<file path="src/rtl/tmr_pkg.sv">
package tmr_pkg;
  localparam int BYTE_W = 8;
  localparam int NCH    = 2;

  localparam int A_CTRL = 0;
  localparam int A_MODE = 1;
  localparam int A_C0L  = 2;

  typedef enum logic [1:0] {
    MD_13B   = 2'b00,
    MD_16B   = 2'b01,
    MD_8RL   = 2'b10,
    MD_SPLIT = 2'b11
  } tmr_mode_e;

  typedef struct packed {
    logic      gate;
    logic      ext;
    tmr_mode_e mode;
  } chan_cfg_t;
endpackage

</file>
<file path="src/rtl/tmr_evt.sv">
module tmr_evt
  import tmr_pkg::*;
(
  input  logic      clk,
  input  logic      rst,
  input  logic      tick,
  input  logic      cnt_pin,
  input  logic      gate_pin,
  input  logic      run,
  input  chan_cfg_t cfg,
  output logic      inc
);
  logic smp_q;
  logic fall;
  logic allow;

  // pin sampled once per machine tick; edge is judged between samples
  always_ff @(posedge clk) begin
    if (rst)       smp_q <= 1'b0;
    else if (tick) smp_q <= cnt_pin;
  end

  assign fall  = smp_q & ~cnt_pin;
  assign allow = run & (~cfg.gate | gate_pin);
  assign inc   = tick & allow & (cfg.ext ? fall : 1'b1);
endmodule

</file>
<file path="src/rtl/tmr_chan_core.sv">
module tmr_chan_core
  import tmr_pkg::*;
#(
  parameter int W     = 8,
  parameter int PRE_W = 5
) (
  input  logic         clk,
  input  logic         rst,
  input  tmr_mode_e    mode,
  input  logic         inc_lo,
  input  logic         inc_hi,
  input  logic         we_lo,
  input  logic         we_hi,
  input  logic [W-1:0] wdata,
  output logic [W-1:0] cnt_lo,
  output logic [W-1:0] cnt_hi,
  output logic         wrap_lo,
  output logic         wrap_hi
);
  localparam logic [W-1:0]     ONE_B = 1;
  localparam logic [PRE_W-1:0] ONE_P = 1;
  localparam logic [2*W-1:0]   ONE_D = 1;

  logic [W-1:0] lo_n, hi_n;
  logic         busy, lo_ones, hi_ones, pre_ones;

  assign busy     = we_lo | we_hi;
  assign lo_ones  = &cnt_lo;
  assign hi_ones  = &cnt_hi;
  assign pre_ones = &cnt_lo[PRE_W-1:0];

  always_comb begin
    lo_n    = cnt_lo;
    hi_n    = cnt_hi;
    wrap_lo = 1'b0;
    wrap_hi = 1'b0;
    if (!busy) begin
      unique case (mode)
        MD_13B: if (inc_lo) begin
          lo_n[PRE_W-1:0] = cnt_lo[PRE_W-1:0] + ONE_P;
          if (pre_ones) begin
            hi_n    = cnt_hi + ONE_B;
            wrap_lo = hi_ones;
          end
        end
        MD_16B: if (inc_lo) begin
          {hi_n, lo_n} = {cnt_hi, cnt_lo} + ONE_D;
          wrap_lo      = lo_ones & hi_ones;
        end
        MD_8RL: if (inc_lo) begin
          if (lo_ones) begin
            lo_n    = cnt_hi;
            wrap_lo = 1'b1;
          end else begin
            lo_n = cnt_lo + ONE_B;
          end
        end
        MD_SPLIT: begin
          if (inc_lo) begin
            lo_n    = cnt_lo + ONE_B;
            wrap_lo = lo_ones;
          end
          if (inc_hi) begin
            hi_n    = cnt_hi + ONE_B;
            wrap_hi = hi_ones;
          end
        end
        default: ;
      endcase
    end
    if (we_lo) lo_n = wdata;
    if (we_hi) hi_n = wdata;
  end

  always_ff @(posedge clk) begin
    if (rst) begin
      cnt_lo <= '0;
      cnt_hi <= '0;
    end else begin
      cnt_lo <= lo_n;
      cnt_hi <= hi_n;
    end
  end
endmodule

</file>
<file path="src/rtl/tmr_pair.sv">
module tmr_pair
  import tmr_pkg::*;
#(
  parameter int PRE_W = 5,
  parameter int AW    = 3
) (
  input  logic              clk,
  input  logic              rst,
  input  logic              tick,
  input  logic [NCH-1:0]    cnt_pin,
  input  logic [NCH-1:0]    gate_pin,
  input  logic              reg_we,
  input  logic [AW-1:0]     reg_addr,
  input  logic [BYTE_W-1:0] reg_wdata,
  output logic [BYTE_W-1:0] reg_rdata,
  input  logic [NCH-1:0]    irq_ack,
  output logic [NCH-1:0]    ovf_flag
);
  localparam int CFG_W = $bits(chan_cfg_t);

  logic [NCH-1:0]              run_q, ovf_q, set_ovf;
  logic [NCH*CFG_W-1:0]        mode_q;
  chan_cfg_t [NCH-1:0]         cfg;
  logic [NCH-1:0]              inc, inc_lo, inc_hi, we_lo, we_hi;
  logic [NCH-1:0]              wrap_lo, wrap_hi;
  logic [NCH-1:0][BYTE_W-1:0]  cnt_lo, cnt_hi;
  logic                        ctrl_we, mode_we, split0;
  logic [BYTE_W-1:0]           rd_mux;

  assign cfg     = mode_q;
  assign ctrl_we = reg_we && (reg_addr == AW'(A_CTRL));
  assign mode_we = reg_we && (reg_addr == AW'(A_MODE));
  assign split0  = (cfg[0].mode == MD_SPLIT);

  for (genvar i = 0; i < NCH; i++) begin : g_ch
    assign we_lo[i] = reg_we && (reg_addr == AW'(A_C0L + 2 * i));
    assign we_hi[i] = reg_we && (reg_addr == AW'(A_C0L + 2 * i + 1));

    tmr_evt u_evt (
      .clk      (clk),
      .rst      (rst),
      .tick     (tick),
      .cnt_pin  (cnt_pin[i]),
      .gate_pin (gate_pin[i]),
      .run      (run_q[i]),
      .cfg      (cfg[i]),
      .inc      (inc[i])
    );

    if (i == 0) begin : g_lead
      // split mode: upper half becomes a plain tick counter owned by run bit 1
      assign inc_lo[i] = inc[i];
      assign inc_hi[i] = tick & run_q[1] & split0;
    end else begin : g_follow
      // a non-leading channel in split mode stops
      assign inc_lo[i] = inc[i] & (cfg[i].mode != MD_SPLIT);
      assign inc_hi[i] = 1'b0;
    end

    tmr_chan_core #(.W(BYTE_W), .PRE_W(PRE_W)) u_core (
      .clk     (clk),
      .rst     (rst),
      .mode    (cfg[i].mode),
      .inc_lo  (inc_lo[i]),
      .inc_hi  (inc_hi[i]),
      .we_lo   (we_lo[i]),
      .we_hi   (we_hi[i]),
      .wdata   (reg_wdata),
      .cnt_lo  (cnt_lo[i]),
      .cnt_hi  (cnt_hi[i]),
      .wrap_lo (wrap_lo[i]),
      .wrap_hi (wrap_hi[i])
    );
  end

  // flag 1 is borrowed by channel 0's upper half while it is split
  assign set_ovf[0] = wrap_lo[0];
  assign set_ovf[1] = split0 ? wrap_hi[0] : (wrap_lo[1] | wrap_hi[1]);

  always_ff @(posedge clk) begin
    if (rst) begin
      run_q  <= '0;
      ovf_q  <= '0;
      mode_q <= '0;
    end else begin
      if (ctrl_we) begin
        run_q <= {reg_wdata[6], reg_wdata[4]};
        ovf_q <= {reg_wdata[7], reg_wdata[5]};
      end else begin
        ovf_q <= (ovf_q & ~irq_ack) | set_ovf;
      end
      if (mode_we) mode_q <= reg_wdata;
    end
  end

  always_comb begin
    rd_mux = '0;
    unique case (reg_addr)
      AW'(A_CTRL):    rd_mux = {ovf_q[1], run_q[1], ovf_q[0], run_q[0], 4'b0000};
      AW'(A_MODE):    rd_mux = mode_q;
      AW'(A_C0L):     rd_mux = cnt_lo[0];
      AW'(A_C0L + 1): rd_mux = cnt_hi[0];
      AW'(A_C0L + 2): rd_mux = cnt_lo[1];
      AW'(A_C0L + 3): rd_mux = cnt_hi[1];
      default:        rd_mux = '0;
    endcase
  end

  always_ff @(posedge clk) begin
    if (rst) reg_rdata <= '0;
    else     reg_rdata <= rd_mux;
  end

  assign ovf_flag = ovf_q;
endmodule

</file>
<file path="config.mk">
export PLATFORM = sky130hd
export DESIGN_NAME = tmr_pair
export DESIGN_NICKNAME = d
export VERILOG_FILES = /design/src/rtl/tmr_pkg.sv /design/src/rtl/tmr_evt.sv /design/src/rtl/tmr_chan_core.sv /design/src/rtl/tmr_pair.sv
export SDC_FILE = /design/constraint.sdc
export NUM_CORES = 1
export LEC_CHECK = 0
export BUFFER_PORTS_ARGS = -buffer_cell sky130_fd_sc_hd__buf_2
export CAP_MARGIN = 20
export CORE_AREA = 2 2 82 84
export CTS_BUF_LIST = sky130_fd_sc_hd__clkbuf_8
export DETAILED_ROUTE_END_ITERATION = 8
export DIE_AREA = 0 0 84 86
export PLACE_DENSITY = 0.85
export SLEW_MARGIN = 30
export SYNTH_ARGS = -nofsm -noshare
export SYNTH_HDL_FRONTEND = slang
export SYNTH_SLANG_ARGS = --single-unit
</file>
<file path="constraint.sdc">
create_clock -name clk -period 3.3 [get_ports clk]
set_input_delay 0.66 -clock clk [delete_from_list [all_inputs] [get_ports clk]]
set_output_delay 0.66 -clock clk [all_outputs]
set_load 0.01 [all_outputs]
</file>
==> Yosys cells after proc, flatten, opt, wreduce, memory -nomap -nowiden <==
Index checks and enable logic that the tools add are counted.
{ "totals": {"reg_bits": 54, "latch_bits": 0, "ram_bits": 0, "rom_bits": 0, "output_inout_bits": 10, "mem_count": 0} }
{ "classes": {"add_sub_neg": 8, "mul": 0, "n_div": 0, "n_lt_le_gt_ge": 0, "n_eq_ne": 31, "n_shift": 0, "muxes": 54, "bitwise": 24, "reduce_logical": 25} }
{ "ops": {"columns": ["operator", "count"], "rows": [
  ["2-to-1 mux 8 bit", 23],
  ["case mux 8 bit (6 select lines)", 1],
  ["!= test 3 x 1 -> 1 bit, second input constant", 15],
  ["case mux 5 bit (4 select lines)", 2],
  ["AND reduction 5 bit", 7],
  ["adder 16 x 1 -> 16 bit, second input constant", 2],
  ["adder 8 x 1 -> 8 bit, second input constant", 4],
  ["AND reduction 8 bit", 4],
  ["case mux 8 bit (3 select lines)", 1],
  ["2-to-1 mux 1 bit", 19],
  ["case mux 3 bit (3 select lines)", 2],
  ["case mux 8 bit (2 select lines)", 1],
  ["AND 1 bit", 13],
  ["nonzero test 4 bit", 3],
  ["adder 5 x 1 -> 5 bit, second input constant", 2],
  ["2-to-1 mux 5 bit", 2],
  ["equality test 2 bit, second input constant", 4],
  ["!= test 2 x 1 -> 1 bit, second input constant", 4],
  ["case mux 1 bit (4 select lines)", 2],
  ["equality test 3 x 2 -> 1 bit, second input constant", 2],
  ["equality test 3 bit, second input constant", 2],
  ["logical AND 1 bit", 6],
  ["AND reduction 6 bit", 1],
  ["equality test 2 x 1 -> 1 bit, second input constant", 2],
  ["other kinds (11)", 18]
]} }

==> Logic depth before layout (Yosys ltp) <==
Gate-level depths: netlist of run 1.
{ "depth": {"word_depth": 12, "ltp_mapped": 8, "mapped_depth_nobuf": 8} }

==> By module <==
Synthesis of run 1 repeated with hierarchy kept, for this count alone.
{ "hier_totals": {"hier_cells": 471, "area_unflattened_um2": 3970.1} }
{ "modules_own_cells": {"columns": ["module", "n_inst", "cells_per_inst", "area_each_um2", "seq_area_each_um2"], "rows": [
  ["tmr_chan_core", 2, 172, 1365.1, 320.3],
  ["tmr_pair", 1, 113, 1114.8, 400.4],
  ["tmr_evt", 2, 7, 62.6, 20.0]
]} }

==> Worst setup path before layout of run 1 <==
No wires, ideal clock.
{ "synth_path": {"kind": "input port to flip-flop", "startpoint": "in cnt_pin[1]", "endpoint": "reg g_ch[1].u_core.cnt_hi[5]", "setup_time_ns": 0.074, "arrival_time_ns": 2.381, "required_time_ns": 3.226, "path_slack_ns": 0.845, "stages": 6, "cell_sequence": "nand2b_1 > a221o_1 > or4_4 > buf_6 > or4_1 > a31oi_1"} }
{ "synth_via": {"elab_chain_cells": 7} }
{ "synth_rtl": {"columns": ["element", "line", "source"], "rows": [
  ["from (decl)", "tmr_pair.sv:10", "input logic [NCH-1:0] cnt_pin,"],
  ["NOT 1 bit (*)", "tmr_evt.sv:23", "assign fall = smp_q & ~cnt_pin;"],
  ["AND 1 bit (*)", "tmr_evt.sv:23", null],
  ["2-to-1 mux 1 bit (*)", "tmr_evt.sv:25", "assign inc = tick & allow & (cfg.ext ? fall : 1'b1);"],
  ["AND 1 bit (*)", "tmr_evt.sv:25", null],
  ["AND 1 bit (*)", "tmr_pair.sv:56", "assign inc_lo[i] = inc[i] & (cfg[i].mode != MD_SPLIT);"],
  ["!= test 3 x 1 -> 1 bit (no source line)", null, null],
  ["AND reduction 5 bit (no source line) (*)", null, null],
  ["to (signal assigned)", "tmr_chan_core.sv:81", "cnt_hi <= hi_n;"],
  ["to (decl)", "tmr_chan_core.sv:16", "output logic [W-1:0] cnt_hi,"]
]} }
Every way passes the cells marked *; elsewhere a longest branch is shown, timed or not.
A chain may end at the register's enable or synchronous reset.

==> Worst setup path in the final report of run 1 <==
{ "layout_path": {"startpoint": "reg g_ch[0].u_core.cnt_lo[0]", "endpoint": "reg g_ch[0].u_core.cnt_hi[7]"} }
{ "layout_via": {"elab_chain_cells": 5} }
{ "layout_rtl": {"columns": ["element", "line", "source"], "rows": [
  ["from (decl)", "tmr_chan_core.sv:15", "output logic [W-1:0] cnt_lo,"],
  ["from (signal assigned)", "tmr_chan_core.sv:80", "cnt_lo <= lo_n;"],
  ["adder 16 x 1 -> 16 bit", "tmr_chan_core.sv:47", "{hi_n, lo_n} = {cnt_hi, cnt_lo} + ONE_D;"],
  ["2-to-1 mux 8 bit", "tmr_chan_core.sv:46", "MD_16B: if (inc_lo) begin"],
  ["case mux 8 bit (3 select lines)", "tmr_chan_core.sv:38", "unique case (mode)"],
  ["2-to-1 mux 8 bit", "tmr_chan_core.sv:37", "if (!busy) begin"],
  ["2-to-1 mux 8 bit", "tmr_chan_core.sv:72", "if (we_hi) hi_n = wdata;"],
  ["to (signal assigned)", "tmr_chan_core.sv:81", null],
  ["to (decl)", "tmr_chan_core.sv:16", null]
]} }
Parallel ways exist; a longest one is shown, timed or not. The select of a mux whose other input is x is not followed.

==> summary.txt, run 1 <==
Status: finished clean
Final worst setup slack: 0.5744 ns
Syn nets: 517
Area leader, netlist: dfxtp_1
Routed met2 length: 4993 um
Hold WC Path Type: flip-flop to flip-flop
Met3 wire len: 1326 um
Most common flop cell mapped by yosys: dfxtp_1
CTS tree: built
CTS Root Cell: clkbuf_8
Sink Count: 54
Highest Clock Rate: 366.9 MHz
Layout net count: 536
Post-layout util: 0.6538
CP Capture Type: flip-flop
CP arrival: 2.94 ns
Die height: 86 um
Final hold viol count: 0
Fill count: 524
Largest net degree at the start of global routing: 37
Post-synthesis register bit count: 54
Placer Congestion: 0.9838
Sequential share of the synthesized area: 0.2853
WL final: 11550 um
DRC Markers: 0
Total GRT Usage: 0.3218
Setup violations, final: 0
Via count: 4072
Die ar.: 7224 um2
Synth Cell Area: 3789 um2
Clock Latency Late Sink: 0.32 ns
CP max FO: 9
Synth Area per Inst: 7.877 um2
Post-placement setup slack: 0.6224 ns
Max H-tree Level: 2
First-pass GRT wire length: 18710 um
GRT overflow: 0
Switching part of the total: 0.2992
Routed wire per std cell: 19.98 um
Pint: 0.0008946 W
TritonCTS Buffers: 5
Max Slew Vio Count: 0
CP max stage delay: 0.48 ns
Final period util: 0.8259
Starting density of the core: 0.6035
Core area: 6277 um2
# IOs: 31
Critical path launch point type: flip-flop
Unique masters post-synth: 63
Diodes inserted: 0
Post-cts repair resize count: 0
Via/cell ratio: 7.045
Post-synth EDFFs: 0
Synth top area cells: dfxtp_1 29%, ha_1 5.0%, mux2i_1 4.8%
Max transition margin: 0.3941
Vias in the first global route: 3741
Clock skew: 0.009348 ns
CTS Buffer Depth: 2
Switch Pwr: 0.0003820 W
Worst VDD drop: 0.0002467 V
Post-CTS Hold Buffers: 0
Postcts setup bufs: 0
Worst path slowest cell: a222oi_1
Hpwl dp: 8428 um
Top layer in use: met4
Syn Inst Count: 481
Detail Route Antenna Nets: 0
Post-route minimum period: 2.726 ns
Clock power frac: 0.310
Slew @ Worst Pin: 0.8962 ns
Sequential Power Share: 0.545
Combinational fraction of design power: 0.145
Leak: 1.480 nW
Share of the synthesized area in the top cell type: 0.2853
Ys Warns: 0
First drt pass iteration count: 7
Initial antenna violation count: 0
Number of port buffers: 30
Routed met1 length: 4722 um
Most frequent CP cell: ha_1
Crit Path Class: flip-flop to flip-flop
Ys async rst share: 0
PD cells: 311.1 nW/um2
Die width: 84 um
Number of max-cap violations: 0
Unrepaired setup endpoints after global routing: no
CTS clock-pin slew for the worst setup and hold paths: 0.11 ns
Rows: 29
Final setup TNS: 0 ns
Layout overhead on the synthesized area: 8.322%
CP cell instances: ha_1 -> and3_1 -> ha_1 -> inv_1 -> a222oi_1 -> o211ai_1 -> o31a_1 -> a32o_1
Worst EP required: 3.51 ns
DRT iter0 DRCs: 688
Share of cells above drive strength 1: 0.1218
[registers in the layout, indices dropped and copies added (netlist names)]
register	cells
ovf_flag	2
reg_rdata	8
cfg	8
g_ch.u_core.cnt_lo	16
g_ch.u_evt.smp_q	2
run_q	2
g_ch.u_core.cnt_hi	16
[logic make-up after synthesis]
group / synth area share
AOI/OAI and AO/OA: 0.2906
buffers and inverters: 0.05581
adders and majority gates: 0.04954
and+or+nand+nor: 0.2401
muxes: 0.06242
DFF: 0.2853
xor gates and xnor gates: 0.01618
[stage by stage]
stage	total power, W	hold WS, ns	instances	area, um2
6_report	0.001277	0.5052	578	4104
5_1_grt	0.001321	0.5273	578	4104
4_1_cts	0.001273	0.5040	578	4104
3_5_place_dp	0.0008896	0.4872	570	4010
3_3_place_gp	0.0008838	0.4711	570	4010
2_1_floorplan	0.0008228	0.4487	481	3789
[power groups by stage]
stage	Clock [W]	Sequential [W]	Combinational (W)
after floorplan	0	0.000700	0.000123
after global placement	0	0.000709	0.000175
after detailed placement	0	0.000710	0.000180
after CTS	0.000397	0.000694	0.000181
after global routing	0.000420	0.000698	0.000202
final	0.000396	0.000696	0.000185
[layout by cell type, fill, tap and decap left out, types with 3 or more instances in the layout]
| master | instances |
|---|---|
| nand2_1 | 36 |
| ha_1 | 15 |
| o31ai_1 | 13 |
| nor3_1 | 11 |
| a2111oi_0 | 3 |
| buf_4 | 12 |
| o21ai_0 | 30 |
| nor4_1 | 5 |
| nand4_1 | 6 |
| and3_1 | 8 |
| inv_1 | 24 |
| o2111ai_1 | 3 |
| a21oi_1 | 13 |
| a21o_1 | 6 |
| dfxtp_1 | 54 |
| or4_1 | 6 |
| nor2b_1 | 4 |
| o211ai_1 | 4 |
| a221o_1 | 5 |
| a31oi_1 | 10 |
| clkbuf_8 | 5 |
| buf_2 | 30 |
| nand3_1 | 24 |
| a311oi_1 | 5 |
| o221ai_1 | 3 |
| a221oi_1 | 8 |
| nand3b_1 | 3 |
| mux2_2 | 3 |
| nor2_1 | 44 |
| a211oi_1 | 8 |
| mux2i_1 | 18 |
| nand2b_1 | 8 |
| xnor2_1 | 7 |
| a32o_1 | 4 |
| and2_1 | 6 |
| o41ai_1 | 3 |
| a22oi_1 | 7 |
| o22ai_1 | 6 |
| o2bb2ai_1 | 3 |
[area by class of cell]
type                            instances  area [um2]  share of cell area
Multi-Input combinational cell        373        2502              0.6098
Sequential cell                        54        1081              0.2634
Timing Repair Buffer                   42       240.2             0.05854
Tap cell                               77       96.34             0.02348
Inverter                               24       90.09             0.02195
Clock buffer                            5       68.82             0.01677
Clock inverter                          3       25.02            0.006098
[routing by layer]
metal,track usage,up-vias
li1,-,1887
met1,0.4448,1852
met2,0.5040,282
met3,0.04331,51
met4,0.1408,0
met5,0,-
[final timing paths]
path	start	to	slack (ns)	cells after the start
max	g_ch[0].u_core.cnt_lo[0]$_SDFFE_PP0P_	g_ch[0].u_core.cnt_hi[7]$_SDFFE_PP0P_	0.57	8
min	run_q[1]$_SDFFE_PP0P_	run_q[1]$_SDFFE_PP0P_	0.51	2
max reg2reg	g_ch[0].u_core.cnt_lo[0]$_SDFFE_PP0P_	g_ch[0].u_core.cnt_hi[7]$_SDFFE_PP0P_	0.57	8
min reg2reg	run_q[1]$_SDFFE_PP0P_	run_q[1]$_SDFFE_PP0P_	0.51	2
[synth_stat cells (4+ instances only)]
cell      count
buf_1         4
nand2_1      36
or4_1         6
a221o_1       5
a221oi_1      8
nand2b_1      8
a21o_1        6
o21ai_0      30
and2_1        6
o211ai_1      4
nor4_1        5
inv_1        24
mux2i_1      18
o22ai_1       6
xnor2_1       7
nor2_1       44
a31oi_1      10
nand4_1       6
o31ai_1      13
clkbuf_1     24
nor2b_1       4
a21oi_1      13
ha_1         15
a211oi_1      8
and3_1        8
nand3_1      24
a32o_1        4
a311oi_1      5
a22oi_1       7
dfxtp_1      54
nor3_1       11
[worst max-delay path: cells and delay by family, from the launching register on]
kind            cells  cell delay [ns]
flops               1             0.41
simple gates        1             0.19
compound gates      4             1.54
fa+ha+maj           2             0.42
buf+inv             1             0.05
Note: power is estimated with default switching activity, not from simulation.
==> run 2: changes to the inputs <==
--- a/config.mk
+++ b/config.mk
@@ -7,11 +7,11 @@
 export LEC_CHECK = 0
 export BUFFER_PORTS_ARGS = -buffer_cell sky130_fd_sc_hd__buf_2
 export CAP_MARGIN = 20
-export CORE_AREA = 2 2 82 84
+export CORE_AREA = 2 2 86 88
 export CTS_BUF_LIST = sky130_fd_sc_hd__clkbuf_8
 export DETAILED_ROUTE_END_ITERATION = 8
-export DIE_AREA = 0 0 84 86
-export PLACE_DENSITY = 0.85
+export DIE_AREA = 0 0 88 90
+export PLACE_DENSITY = 0.81
 export SLEW_MARGIN = 30
 export SYNTH_ARGS = -nofsm -noshare
 export SYNTH_HDL_FRONTEND = slang
==> constraint.sdc (replaced) <==
create_clock -name clk -period 2.39 [get_ports clk]
set_input_delay 0.478 -clock clk [delete_from_list [all_inputs] [get_ports clk]]
set_output_delay 0.478 -clock clk [all_outputs]
set_load 0.01 [all_outputs]
==> run 2 against run 1 <==
Critical path depth unchanged; largest cell class unchanged; combinational power rose by 59%; cell count increased by 10%; clock-buffer cell count stayed put; die area is 9.6% higher; design area rose by 8.8%; global-route usage down 0.75 points; critical path type unchanged; via count grew 5.4%; clock power up 41%.
==> summary.txt, run 2 (synthesis results as in run 1) <==
# IOs: 31 (unchanged)
CTS Root Cell: clkbuf_8
DRC Markers: 0 (unchanged)
Worst VDD drop: 0.0002569 V (+4.2%)
Post-route minimum period: 2.343 ns (-0.3827 ns)
Most frequent cells in the layout: 49 x dfxtp_1, 49 x buf_4, 44 x nor2_1
Via count: 4290 (+5.4%)
DRT iter0 DRCs: 524 (-24%)
Layout net count: 573 (+6.9%)
WL final: 12540 um (+8.6%)
Hpwl dp: 9110 um (+8.1%)
Dpl cells: 625 (+9.6%)
First drt pass iteration count: 5 (-2)
CTS Buffer Depth: 2 (unchanged)
CP Capture Type: flip-flop
CP cell instances: ha_2 -> and3_4 -> ha_4 -> inv_1 -> a222oi_1 -> o211ai_1 -> o31a_1 -> a32o_1
Clock skew: 0.008281 ns (-0.001066 ns)
Die ar.: 7920 um2 (+9.6%)
Vias in the first global route: 4038 (+7.9%)
Via/cell ratio: 6.735 (-4.4%)
TritonCTS Buffers: 5 (unchanged)
Diodes inserted: 0 (unchanged)
Number of port buffers: 30 (unchanged)
Placer Congestion: 0.9641 (-2.0%)
Unrepaired setup endpoints after global routing: yes
Max transition margin: 0.6346 (+0.2405)
GRT overflow: 0 (unchanged)
Clock Latency Late Sink: 0.32 ns (about the same)
Max H-tree Level: 2 (unchanged)
Routed met1 length: 5097 um (+7.9%)
Core area: 7020 um2 (+12%)
Number of max-cap violations: 0 (unchanged)
Starting density of the core: 0.5397 (-0.06389)
Hold WC Path Type: primary input to flip-flop
Post-DP Area: 4285 um2 (+6.9%)
Critical path launch point type: flip-flop
Sink Count: 54 (unchanged)
Die width: 88 um (+4.8%)
Initial antenna violation count: 0 (unchanged)
Routed met2 length: 5573 um (+12%)
Post-layout util: 0.6359 (-0.01788)
CTS tree: built
Routed wire per std cell: 19.69 um (-1.5%)
Final period util: 0.9803 (+0.1544)
Leak: 1.657 nW (+12%)
Design Power: 0.001809 W (+42%)
Slew @ Worst Pin: 0.5342 ns (-0.3620 ns)
Detail Route Antenna Nets: 0 (unchanged)
Layout overhead on the synthesized area: 17.83%
Largest net degree at the start of global routing: 37 (unchanged)
CP max stage delay: 0.48 ns (about the same)
First-pass GRT wire length: 19680 um (+5.2%)
Met3 wire len: 1184 um (-11%)
Fill count: 610 (+16%)
Share of cells above drive strength 1: 0.2063 (+0.08456)
Top layer in use: met4
Die height: 90 um (+4.7%)
Worst path slowest cell: a222oi_1
Setup violations, final: 0 (unchanged)
PD cells: 405.3 nW/um2 (+30%)
Cell area after layout: 4464 um2 (+8.8%)
CTS clock-pin slew for the worst setup and hold paths: 0.11 ns (about the same)
Total GRT Usage: 0.3142 (-0.007538)
CP arrival: 2.57 ns (-0.37 ns)
Highest Clock Rate: 426.8 MHz (+16%)
CP max FO: 5 (-4)
Final hold viol count: 0 (unchanged)
Status: finished clean
Rows: 31 (+6.9%)
Worst EP required: 2.61 ns (-0.90 ns)
Top Registers: g_ch.u_core.cnt_hi x16, g_ch.u_core.cnt_lo x16
Crit Path Class: flip-flop to flip-flop
Final Non-Filler Cells: 637 (+10%)
Max Slew Vio Count: 0 (unchanged)
-- run 2: cell types whose count changed in the layout (fill, tap and decap cells not counted), sizes merged --
cell,change
buf,+37
-- run 2: final timing paths --
kind | startpoint | endpoint | slack (ns) | cells past startpoint
worst max-delay path | g_ch[0].u_core.cnt_lo[0]$_SDFFE_PP0P_ | g_ch[0].u_core.cnt_hi[7]$_SDFFE_PP0P_ | 0.05 | 8
worst min-delay path | cnt_pin[1] | g_ch[1].u_evt.smp_q$_SDFFE_PP0P_ | 0.40 | 3
worst max register to register | g_ch[0].u_core.cnt_lo[0]$_SDFFE_PP0P_ | g_ch[0].u_core.cnt_hi[7]$_SDFFE_PP0P_ | 0.05 | 8
worst min register to register | run_q[0]$_SDFFE_PP0P_ | run_q[0]$_SDFFE_PP0P_ | 0.50 | 2
-- run 2: stage by stage --
step / setup TNS (ns) / setup slack, ns / hold WS (ns)
after floorplan: 0 / 0.06576 / 0.4487
after global placement: 0 / 0.04597 / 0.4745
after detailed placement: 0 / 0.001106 / 0.4890
after CTS: 0 / 0.009055 / 0.4056
after global routing: -1.126 / -0.1584 / 0.3967
final: 0 / 0.04707 / 0.4024
-- run 2: cell type report --
cell class,instances,area [um2],area share
Timing Repair Buffer,79,518.0,0.1160
Clock inverter,3,25.02,0.005605
Clock buffer,5,68.82,0.01541
Sequential cell,54,1087,0.2436
Inverter,24,90.09,0.02018
Tap cell,99,123.9,0.02775
Multi-Input combinational cell,373,2551,0.5715
-- run 2: power by group --
part           internal, W  switching, W  total [W]
Sequential        0.000925     0.0000327   0.000958
Clock             0.000213      0.000344   0.000557
Combinational     0.000119      0.000175   0.000295
-- run 2: critical path: cells and delay by family, from the launching register on --
| kind | cells | cell delay, ns |
|---|---|---|
| DFF | 1 | 0.36 |
| and+or+nand+nor | 1 | 0.19 |
| AOI/OAI and AO/OA | 4 | 1.35 |
| buffers and inverters | 1 | 0.04 |
| adders and majority gates | 2 | 0.31 |
-- run 2: layer usage --
layer,vias to the layer above,GRT usage
met5,-,0
met2,266,0.4747
li1,1960,-
met3,53,0.07254
met1,2011,0.4039
met4,0,0.1808
-- run 2: timing repair --
item | in CTS | in global routing
setup buffers | 0 | 4
setup endpoints to repair | 1 | 15
pin swaps | 2 | 5
cloned | 0 | 0
hold buffers | 0 | 0
gates resized for setup | 0 | 19
==> run 3: changes to the inputs <==
--- a/config.mk
+++ b/config.mk
@@ -7,12 +7,13 @@
 export LEC_CHECK = 0
 export BUFFER_PORTS_ARGS = -buffer_cell sky130_fd_sc_hd__buf_2
 export CAP_MARGIN = 20
-export CORE_AREA = 2 2 86 88
+export CORE_AREA = 2 2 93 95
 export CTS_BUF_LIST = sky130_fd_sc_hd__clkbuf_8
 export DETAILED_ROUTE_END_ITERATION = 8
-export DIE_AREA = 0 0 88 90
-export PLACE_DENSITY = 0.81
+export DIE_AREA = 0 0 95 97
+export PLACE_DENSITY = 0.74
 export SLEW_MARGIN = 30
 export SYNTH_ARGS = -nofsm -noshare
 export SYNTH_HDL_FRONTEND = slang
+export SYNTH_HIERARCHICAL = 1
 export SYNTH_SLANG_ARGS = --single-unit
==> constraint.sdc (replaced) <==
create_clock -name clk -period 1.96 [get_ports clk]
set_input_delay 0.392 -clock clk [delete_from_list [all_inputs] [get_ports clk]]
set_output_delay 0.392 -clock clk [all_outputs]
set_load 0.01 [all_outputs]
==> run 3 against run 2 <==
The run now ends with negative setup slack left; sequential power is 22% higher; clock power up 21%; clock-buffer cell count is 1 higher; die area rose by 16%; combinational power is 77% higher; first-iteration DRC count is 28% lower; critical path type unchanged; largest cell class unchanged.
==> summary.txt, run 3 <==
Clock Latency Late Sink: 0.32 ns (about the same)
Die width: 95 um (+8.0%)
Ys async rst share: 0 (unchanged)
WL final: 13990 um (+12%)
Critical path launch point type: flip-flop
Total GRT Usage: 0.2980 (-0.01627)
Reg2reg setup slack: -0.07 ns (-0.12 ns)
Most common flop cell mapped by yosys: dfxtp_1
Layout overhead on the synthesized area: 37.72%
Most common cell after layout, fill and taps aside: buf_4
Largest net degree at the start of global routing: 24 (-35%)
GRT Max-Usage Layer: met2
Highest Clock Rate: 491.9 MHz (+15%)
Post-synth EDFFs: 0 (unchanged)
Synth Cell Area: 3970 um2 (+4.8%)
Max H-tree Level: 2 (unchanged)
Hold WC Path Type: primary input to flip-flop
Die height: 97 um (+7.8%)
Initial antenna violation count: 0 (unchanged)
Number of port buffers: 30 (unchanged)
Final period util: 1.037 (+0.05688)
CTS clock-pin slew for the worst setup and hold paths: 0.10 ns (about the same)
Final setup TNS: -0.1729 ns (-0.1729 ns)
Synth top area cells: dfxtp_1 27%, ha_1 4.4%, mux2i_1 4.3%
Clock skew: 0.01094 ns (+0.002661 ns)
Ys Warns: 6 (+6)
Fill count: 627 (+2.8%)
Number of max-cap violations: 0 (unchanged)
Routed wire per std cell: 20.16 um (+2.4%)
Hpwl dp: 10100 um (+11%)
Crit Path Class: flip-flop to flip-flop
Hold depth: 3 (unchanged)
Via count: 4352 (+1.4%)
Status: finished with violations
Diodes inserted: 0 (unchanged)
Syn Inst Count: 471 (-2.1%)
Synth Area per Inst: 8.429 um2 (+7.0%)
Via/cell ratio: 6.271 (-6.9%)
Detail Route Antenna Nets: 0 (unchanged)
R2r endpoint: ovf_flag[1]$_SDFF_PP0_
Vias in the first global route: 4069 (+0.77%)
Hold path start: cnt_pin[1]
Post-synthesis register bit count: 54 (unchanged)
Sink Count: 54 (unchanged)
Rows: 33 (+6.5%)
M1 GR Usage: 0.4288 (+0.02492)
First-pass GRT wire length: 21300 um (+8.2%)
Met3 global-route usage: 0.04751 (-0.02504)
CTS Root Cell: clkbuf_8
Post-layout util: 0.6722 (+0.03631)
Post-route minimum period: 2.033 ns (-0.3100 ns)
Top cell types by occurrence after synthesis: 54 x dfxtp_1, 45 x nand2_1, 40 x nor2_1, 24 x a21oi_1, 22 x inv_1
Area leader, netlist: dfxtp_1
Unrepaired setup endpoints after global routing: yes
Leak: 2.093 nW (+26%)
Worst Hold End: g_ch[1].u_evt/smp_q$_SDFFE_PP0P_
Top Registers: g_ch.u_core/cnt_hi x16, g_ch.u_core/cnt_lo x16
Reg-to-Reg Start: g_ch[0].u_core/cnt_hi[0]$_SDFFE_PP0P_
Register area: 1109 um2 (+2.0%)
Met2 Resource Use GR: 0.4561 (-0.01866)
Most frequent cells in the layout: 93 x buf_4, 44 x nand2_1, 40 x dfxtp_1
DRT iter0 DRCs: 379 (-28%)
Unique masters post-synth: 67 (+6.3%)
Final worst setup slack: -0.07289 ns (-0.1200 ns)
Die ar.: 9215 um2 (+16%)
Worst Reg-to-Reg Cells: 6 (-2)
Final hold viol count: 0 (unchanged)
# IOs: 31 (unchanged)
First drt pass iteration count: 5 (unchanged)
Placer Congestion: 0.9629 (-0.12%)
CTS Buffer Depth: 2 (unchanged)
DRC Markers: 0 (unchanged)
Multi-input logic area: 3072 um2 (+20%)
Most frequent cell after synthesis: dfxtp_1
Failing checks: negative setup slack
Layout net count: 623 (+8.7%)
Cell area after layout: 5468 um2 (+22%)
Core area: 8134 um2 (+16%)
Worst EP required: 2.19 ns (-0.42 ns)
CP Capture Type: flip-flop
Setup violations, final: 6 (+6)
TritonCTS Buffers: 5 (unchanged)
Sequential share of the synthesized area: 0.2723 (-0.01304)
Worst VDD drop: 0.0004241 V (+65%)
CP arrival: 2.27 ns (-0.30 ns)
GRT overflow: 0 (unchanged)
CTS tree: built
Share of cells above drive strength 1: 0.4194 (+0.2130)
Starting density of the core: 0.4881 (-0.05158)
Slew @ Worst Pin: 0.5716 ns (+0.03741 ns)
PD cells: 432.7 nW/um2 (+6.8%)
Max transition margin: 0.6134 (-0.02120)
CP max FO: 3 (-2)
Post-DP Area: 4951 um2 (+16%)
Max Slew Vio Count: 0 (unchanged)
Share of the synthesized area in the top cell type: 0.2723 (-0.01304)
## run 3: cell count changes after synthesis, sizes merged, moves of 6 or more
cell | previous run | this run
xnor2 | 7 | 14
a21oi | 13 | 26
xor2 | 0 | 6
a211oi | 8 | 23
o31ai | 13 | 0
nand2 | 36 | 45
nand3 | 24 | 13
a31oi | 10 | 3
o21ai | 30 | 19
clkbuf | 24 | 10
mux2 | 3 | 13
buf | 6 | 13
## run 3: how the worst max path moves through the flow
stage                                               start                                    end  depth (start not counted)
finish              g_ch[0].u_core/cnt_hi[0]$_SDFFE_PP0P_                 ovf_flag[1]$_SDFF_PP0_                          6
global placement                               cnt_pin[0]  g_ch[0].u_core/cnt_hi[5]$_SDFFE_PP0P_                          9
global route             g_ch[1].u_evt/smp_q$_SDFFE_PP0P_  g_ch[1].u_core/cnt_hi[7]$_SDFFE_PP0P_                          9
detailed placement                             cnt_pin[1]  g_ch[1].u_core/cnt_hi[5]$_SDFFE_PP0P_                          9
floorplan                                      cnt_pin[1]  g_ch[1].u_core/cnt_hi[6]$_SDFFE_PP0P_                          8
CTS                      g_ch[1].u_evt/smp_q$_SDFFE_PP0P_  g_ch[1].u_core/cnt_hi[5]$_SDFFE_PP0P_                          8
## run 3: layout make-up
class	count	share of cell area
Sequential cell	54	0.2027
Multi-Input combinational cell	371	0.5618
Clock inverter	2	0.002288
Tap cell	105	0.02403
Clock buffer	6	0.01510
Timing Repair Buffer	132	0.1769
Inverter	24	0.01716
## run 3: critical path, cell delays in order, from the launching register on
cell      delay, ns
dfxtp_1        0.35
ha_1           0.22
nand2_1        0.13
or3_1          0.38
nor4_1         0.50
o21ai_2        0.13
a311oi_2       0.25
## run 3: logic make-up (layout without fill, tap and decap cells)
family	count (synthesis)	after routing	synth area share
buffers and inverters	47	164	0.05452
DFF	54	54	0.2723
other	1	2	0.0009446
adders and majority gates	14	14	0.04412
AOI/OAI and AO/OA	133	133	0.2600
muxes	33	33	0.09864
xor gates and xnor gates	20	20	0.04412
and+or+nand+nor	169	169	0.2253
## run 3: timing repair
item / in CTS / in global routing
pin swaps: 17 / 27
hold buffers: 0 / 0
endpoints found under the setup margin: 18 / 27
resized for setup: 24 / 59
setup buffers: 1 / 7
## run 3: metrics by stage
stage,cells,hold WS [ns],setup WS (ns),total power [W]
floorplan,472,0.4615,-0.04641,0.001439
global placement,678,0.4747,-0.2616,0.001639
detailed placement,678,0.5070,-0.3097,0.001651
CTS,687,0.3330,-0.04008,0.002335
global route,694,0.3703,-0.1508,0.002461
finish,694,0.3392,-0.07289,0.002366
## run 3: per-layer routing
metal	up-vias	part of all wire
li1	1995	-
met1	2090	0.43
met2	222	0.45
met3	45	0.085
met5	-	0
met4	0	0.040
## run 3: power by group
group	switching (W)	internal, W
clock	0.000389	0.000285
combinational	0.000282	0.000239
sequential	0.0000378	0.00113
